[src/rtl/uart_fifo_pkg.sv]
package uart_fifo_pkg;

    localparam int DATA_W     = 8;
    localparam int FIFO_DEPTH = 32;

    // Positions inside the control word; these decode directly into actions.
    localparam int CB_ENABLE  = 0;
    localparam int CB_RX_CLR  = 1;
    localparam int CB_TX_CLR  = 2;

    typedef struct packed {
        logic [1:0] rx_sel;
        logic [1:0] tx_sel;
        logic       en;
    } fifo_cfg_t;

    // Threshold for a 2-bit code, scaled to the FIFO depth.
    function automatic int level_of(input logic [1:0] sel, input int depth);
        case (sel)
            2'd0:    return depth / 4;
            2'd1:    return depth / 2;
            2'd2:    return (3 * depth) / 4;
            default: return depth - depth / 8;
        endcase
    endfunction

    function automatic logic [7:0] cfg_to_word(input fifo_cfg_t c);
        return {c.rx_sel, c.tx_sel, 3'b000, c.en};
    endfunction

endpackage

[src/rtl/uart_fifo_cfg.sv]
module uart_fifo_cfg
    import uart_fifo_pkg::*;
(
    input  logic       clk,
    input  logic       rst,
    input  logic       wr,
    input  logic [7:0] wdata,
    output fifo_cfg_t  cfg,
    output logic       rx_clr,
    output logic       tx_clr,
    output logic [7:0] rdata
);

    always_ff @(posedge clk) begin
        if (rst) begin
            cfg <= '0;
        end else if (wr) begin
            cfg.en     <= wdata[CB_ENABLE];
            cfg.tx_sel <= wdata[5:4];
            cfg.rx_sel <= wdata[7:6];
        end
    end

    // Reset bits act on the write cycle only and are never stored.
    assign rx_clr = wr & wdata[CB_RX_CLR];
    assign tx_clr = wr & wdata[CB_TX_CLR];
    assign rdata  = cfg_to_word(cfg);

    assert_enable_follows_write_R2: assert property (@(posedge clk) disable iff (rst)
        wr |=> (rdata[0] == $past(wdata[0])));

    assert_selects_follow_write_R6: assert property (@(posedge clk) disable iff (rst)
        wr |=> (rdata[7:4] == $past(wdata[7:4])));

endmodule

[src/rtl/uart_char_fifo.sv]
module uart_char_fifo #(
    parameter int DATA_W = 8,
    parameter int DEPTH  = 32,
    localparam int AW    = $clog2(DEPTH),
    localparam int CNT_W = $clog2(DEPTH + 1)
) (
    input  logic              clk,
    input  logic              rst,
    input  logic              clr,
    input  logic [CNT_W-1:0]  cap,
    input  logic              push_valid,
    input  logic [DATA_W-1:0] push_data,
    output logic              push_ready,
    output logic              pop_valid,
    output logic [DATA_W-1:0] pop_data,
    input  logic              pop_ready,
    output logic [CNT_W-1:0]  count
);

    logic [DATA_W-1:0] mem [DEPTH];
    logic [AW-1:0]     wr_ptr, rd_ptr;
    logic              push_ok, pop_ok;

    assign push_ready = (count < cap);
    assign pop_valid  = (count != '0);
    assign pop_data   = mem[rd_ptr];
    assign push_ok    = push_valid & push_ready;
    assign pop_ok     = pop_ready & pop_valid;

    always_ff @(posedge clk) begin
        if (push_ok)
            mem[wr_ptr] <= push_data;
    end

    always_ff @(posedge clk) begin
        if (rst || clr) begin
            wr_ptr <= '0;
            rd_ptr <= '0;
            count  <= '0;
        end else begin
            if (push_ok) wr_ptr <= wr_ptr + 1'b1;
            if (pop_ok)  rd_ptr <= rd_ptr + 1'b1;
            count <= count + CNT_W'(push_ok) - CNT_W'(pop_ok);
        end
    end

    assert_clear_wins_R11: assert property (@(posedge clk) disable iff (rst)
        clr |=> (count == '0));

    assert_full_refuses_R10: assert property (@(posedge clk) disable iff (rst)
        (push_valid && count >= cap && !pop_ready && !clr) |=> (count == $past(count)));

    assert_count_bound_R2: assert property (@(posedge clk) disable iff (rst)
        count <= CNT_W'(DEPTH));

endmodule

[src/rtl/uart_fifo_irq.sv]
module uart_fifo_irq #(
    parameter int CNT_W = 6
) (
    input  logic             clk,
    input  logic             rst,
    input  logic [CNT_W-1:0] rx_count,
    input  logic [CNT_W-1:0] rx_level,
    input  logic [CNT_W-1:0] tx_count,
    input  logic [CNT_W-1:0] tx_level,
    output logic             irq_rx,
    output logic             irq_tx
);

    always_ff @(posedge clk) begin
        if (rst) begin
            irq_rx <= 1'b0;
            irq_tx <= 1'b1;
        end else begin
            irq_rx <= (rx_count >= rx_level);
            irq_tx <= (tx_count <  tx_level);
        end
    end

    // Thresholds are never below 1, so an empty FIFO fixes both outputs.
    assert_rx_quiet_when_empty_R6: assert property (@(posedge clk) disable iff (rst)
        (rx_count == '0) |=> !irq_rx);

    assert_tx_raised_when_empty_R7: assert property (@(posedge clk) disable iff (rst)
        (tx_count == '0) |=> irq_tx);

endmodule

[src/rtl/uart_fifo_ctrl.sv]
module uart_fifo_ctrl
    import uart_fifo_pkg::*;
#(
    parameter int DW    = DATA_W,
    parameter int DEPTH = FIFO_DEPTH,
    localparam int CNT_W = $clog2(DEPTH + 1)
) (
    input  logic          clk,
    input  logic          rst,
    input  logic          reg_wr,
    input  logic [7:0]    reg_wdata,
    output logic [7:0]    reg_rdata,
    input  logic          rx_in_valid,
    input  logic [DW-1:0] rx_in_data,
    output logic          rx_out_valid,
    output logic [DW-1:0] rx_out_data,
    input  logic          rx_out_ready,
    input  logic          tx_in_valid,
    input  logic [DW-1:0] tx_in_data,
    output logic          tx_in_ready,
    output logic          tx_out_valid,
    output logic [DW-1:0] tx_out_data,
    input  logic          tx_out_ready,
    output logic          rx_overrun,
    output logic          irq_rx_ready,
    output logic          irq_tx_empty
);

    fifo_cfg_t        cfg;
    logic             rx_clr, tx_clr, rx_room;
    logic [CNT_W-1:0] cap, rx_level, tx_level, rx_count, tx_count;

    uart_fifo_cfg u_cfg (
        .clk(clk), .rst(rst), .wr(reg_wr), .wdata(reg_wdata),
        .cfg(cfg), .rx_clr(rx_clr), .tx_clr(tx_clr), .rdata(reg_rdata)
    );

    // Holding mode shrinks both capacity and threshold to one character.
    assign cap      = cfg.en ? CNT_W'(DEPTH) : CNT_W'(1);
    assign rx_level = cfg.en ? CNT_W'(level_of(cfg.rx_sel, DEPTH)) : CNT_W'(1);
    assign tx_level = cfg.en ? CNT_W'(level_of(cfg.tx_sel, DEPTH)) : CNT_W'(1);

    uart_char_fifo #(.DATA_W(DW), .DEPTH(DEPTH)) u_rx (
        .clk(clk), .rst(rst), .clr(rx_clr), .cap(cap),
        .push_valid(rx_in_valid), .push_data(rx_in_data), .push_ready(rx_room),
        .pop_valid(rx_out_valid), .pop_data(rx_out_data), .pop_ready(rx_out_ready),
        .count(rx_count)
    );

    uart_char_fifo #(.DATA_W(DW), .DEPTH(DEPTH)) u_tx (
        .clk(clk), .rst(rst), .clr(tx_clr), .cap(cap),
        .push_valid(tx_in_valid), .push_data(tx_in_data), .push_ready(tx_in_ready),
        .pop_valid(tx_out_valid), .pop_data(tx_out_data), .pop_ready(tx_out_ready),
        .count(tx_count)
    );

    always_ff @(posedge clk) begin
        if (rst || rx_clr)
            rx_overrun <= 1'b0;
        else if (rx_in_valid && !rx_room)
            rx_overrun <= 1'b1;
    end

    uart_fifo_irq #(.CNT_W(CNT_W)) u_irq (
        .clk(clk), .rst(rst),
        .rx_count(rx_count), .rx_level(rx_level),
        .tx_count(tx_count), .tx_level(tx_level),
        .irq_rx(irq_rx_ready), .irq_tx(irq_tx_empty)
    );

    assert_overrun_set_R9: assert property (@(posedge clk) disable iff (rst)
        (rx_in_valid && !rx_room && !rx_clr) |=> rx_overrun);

    assert_overrun_cleared_R3: assert property (@(posedge clk) disable iff (rst)
        rx_clr |=> (!rx_overrun && !rx_out_valid));

    assert_tx_cleared_R4: assert property (@(posedge clk) disable iff (rst)
        tx_clr |=> !tx_out_valid);

    assert_reserved_zero_R5: assert property (@(posedge clk) disable iff (rst)
        reg_wr |=> (reg_rdata[3:1] == 3'b000));

endmodule

[config.mk]
export PLATFORM = sky130hd
export DESIGN_NAME = uart_fifo_ctrl
export DESIGN_NICKNAME = d
export VERILOG_FILES = /design/src/rtl/uart_fifo_pkg.sv /design/src/rtl/uart_fifo_cfg.sv /design/src/rtl/uart_char_fifo.sv /design/src/rtl/uart_fifo_irq.sv /design/src/rtl/uart_fifo_ctrl.sv
export SDC_FILE = /design/constraint.sdc
export NUM_CORES = 1
export LEC_CHECK = 0
export ABC_AREA = 1
export BUFFER_PORTS_ARGS = -buffer_cell sky130_fd_sc_hd__clkbuf_2
export CAP_MARGIN = 20
export CELL_PAD_IN_SITES_DETAIL_PLACEMENT = 0
export CELL_PAD_IN_SITES_GLOBAL_PLACEMENT = 1
export CORE_MARGIN = 3
export CORE_UTILIZATION = 25
export DETAILED_ROUTE_END_ITERATION = 10
export GPL_ROUTABILITY_DRIVEN = 0
export MAX_ROUTING_LAYER = met4
export PLACE_DENSITY = 0.56
export SYNTH_ARGS = -nofsm -noshare
export SYNTH_HDL_FRONTEND = slang
export SYNTH_SLANG_ARGS = --single-unit
[constraint.sdc]
create_clock -name clk -period 5.8 [get_ports clk]
set_input_delay 0 -clock clk [delete_from_list [all_inputs] [get_ports clk]]
set_output_delay 0 -clock clk [all_outputs]
set_load 0.02 [all_outputs]
==> impl_metrics.py <==
metrics = {
    "cts": {
        "post_cts_buffers": 0,
        "cts-resized-gates": 0,
        "path_clk_slew_ps": 60,
        "cts_tree": "built",
        "clkLatencyLatePin_ps": 640,
        "clockBufferDepth": 3,
        "numCtsBuffers": 61,
        "cts-root-buf": "clkbuf_16",
        "htreeDepth": 2,
        "cts.sinks": 562,
    },
    "final_layout": {
        "syn_to_final_growth_pct": 14.2,
        "mostFrequentLayoutCells": "nand2_1 (768), edfxtp_1 (512), nand3_1 (410)",
        "drive_gt1_share_pct": 7.70,
        "design_area_um2": 27300,
        "layout_commonest_cell": "nand2_1",
        "register_area_um2": 16400,
        "multi_input_comb_area_um2": 6360,
        "nets": 2280,
        "fill_cells": 9641,
        "final_util_pct": 29.0,
    },
    "power_and_ir_drop": {
        "power.leakage_uw": 0.00982,
        "ir_drop_uv": 284,
        "power_density_nw_per_um2": 397,
    },
    "sta": {
        "fin_skew_ps": 52.9,
        "slew_headroom_pct": 25.1,
        "finalHoldViolations": 0,
        "rsz0062_at_grt": "false",
        "finalCriticalPeriod_ps": 4020,
        "max_freq_mhz": 249,
        "maxSlewViolCount": 0,
        "max_slew.worst_pin.slew_ps": 1120,
        "fin_setup_tns_ps": 0,
        "setup_viol": 0,
        "fin_crit_sh_pct": 69.4,
    },
    "die": {
        "start_util_pct": 25.4,
        "dieArea_um2": 99200,
        "top_level_ports": 61,
        "rows": 112,
        "chipWidth_um": 315,
        "die_h_um": 315,
        "design.core.area_um2": 94000,
    },
    "routing": {
        "drtIter0Drc": 1087,
        "drt-total-wl_mm": 60.8,
        "ant_nets": 0,
        "drc": 0,
        "wl_per_cell_um": 17.3,
        "via_count": 15400,
        "via_per_inst": 4.39,
        "first_pass_iters": 5,
    },
    "synthesis": {
        "synth_area_per_cell_um2": 11.1,
        "synth_seq_cells": 562,
        "synth_cell_types": 31,
        "synth_area_leaders": "edfxtp_1 (64%), nand2_1 (12%), nand3_1 (8.6%)",
        "yosys.area.top_type": "edfxtp_1",
        "yosysWarnings": 0,
        "synthesis.area_um2": 23900,
        "synthCells": 2160,
        "synth_top_area_share_pct": 64.4,
        "ys_seq_area_share_pct": 68.6,
    },
    "grt": {
        "track_usage_pct": 12.5,
        "grt_pass1_vias": 15200,
        "grt_pass1_wl_mm": 92.4,
        "grt_max_degree": 98,
        "antenna_found_initial": 1,
        "overflow": 0,
    },
    "place": {
        "hpwl_mm": 35.9,
        "numPortBuffers": 56,
        "placed_area_um2": 25000,
    },
    "status": {
        "status": "finished, final reports clean",
    },
    "hold_path": {
        "hp-class": "in -> reg",
        "holdPathStages": 1,
    },
    "worst_setup_path": {
        "r2r_start": "u_cfg.cfg[0]",
        "endpoint_kind": "output port",
        "critPathKind": "reg -> out",
        "r2r-end": "u_rx.mem[2][6]",
        "critPathMaxFanout": 68,
        "worst_ep_arrival_time_ps": 4020,
        "crit_end": "rx_out_data[6]",
        "required_ps": 5800,
        "reg2reg_depth": 7,
        "r2r_slack_ps": 2400,
        "startpoint_type": "register",
    },
    "job": {
        "maxCapViolations": 0,
    },
}
[cells by family after synthesis]
logic type | Yosys count | synth area share (%)
other cells | 1 | 0.0157
simple gates | 1292 | 22.7
compound gates | 74 | 1.62
buf+inv | 189 | 4.82
fa+ha+maj | 39 | 2.11
xor+xnor | 3 | 0.110
flops | 562 | 68.6
[critical path, cell delays in order (launching register included)]
cell and delay, ps:
dfxtp_4 750, clkinv_2 900, buf_4 690, nand2_1 140, nand3_1 70, nand3_1 140
nand2_1 140, nand2_1 100, nand2_1 60, nand2_1 90, nand2_1 80, clkbuf_2 160
[per-stage QoR]
step	total power (uW)	setup slack, ps	hold WS [ps]	std cells
after detailed placement	7150	2310	222	3374
after global routing	11500	1410	103	3515
final	10800	1780	123	3515
after CTS	11000	1650	63.9	3513
after floorplan	6470	3220	72.4	2162
after global placement	7150	2360	221	3369
[synth_stat cells]
cell / number
a21oi_2: 1
a21o_1: 2
nor2_8: 1
fa_1: 2
conb_1: 1
o21ai_0: 31
edfxtp_1: 512
clkinv_1: 1
xor2_1: 3
a31oi_1: 2
buf_6: 47
ha_1: 37
buf_1: 5
a211oi_1: 1
a21oi_1: 35
o2111ai_1: 1
buf_4: 12
nor2_1: 91
nor3_1: 9
nor3b_1: 2
o21ai_1: 1
nand3_2: 1
inv_1: 66
inv_2: 6
buf_2: 34
nand2_2: 4
nand3_1: 410
nand4_1: 6
clkbuf_1: 18
dfxtp_1: 50
nand2_1: 768
[cell type report]
cell class	instances	area share, %
inverter	73	1.01
multi-input combinational	1411	23.3
clock inverter	32	1.32
tap	1254	5.75
antenna	1	0.00918
timing repair buffer	101	2.60
sequential	562	60.1
clock buffer	81	5.87
[power breakdown]
group	internal [uW]	switching [uW]
logic	695	1680
registers	4550	110
clock network	2210	1590
total	7460	3380
[state kept, by name (all words and copies together), names as in the netlist, 5 cells and up, named ones only]
name and cells:
u_tx.count 6, u_rx.count 6, u_rx.mem 256, u_rx.wr_ptr 5, u_rx.rd_ptr 5, u_tx.mem 256, u_cfg.cfg 5, u_tx.wr_ptr 5
u_tx.rd_ptr 5
[worst min-delay path by stage]
stage             startpoint               to  slack (ps)
3_3_place_gp             rst     u_irq.irq_rx         220
5_1_grt                  rst     u_irq.irq_rx         100
6_report       tx_in_data[4]  u_tx.mem[17][4]         120
2_1_floorplan            rst     u_irq.irq_rx          70
3_5_place_dp             rst     u_irq.irq_rx         220
4_1_cts                  rst     u_irq.irq_rx          60
[layer usage]
metal,up-vias,routed length (um),GRT usage (%)
met4,0,1560,3.71
met3,98,2720,1.75
met1,7488,26600,15.9
li1,7536,-,-
met2,316,29900,20.7
met5,-,0,-
[repair_timing]
action                                  in CTS  in global routing
hold buffers                                26                  0
endpoints found under the setup margin       0                  0
endpoints found under the hold margin       51                  0
Power figures use the tool's default switching activity.
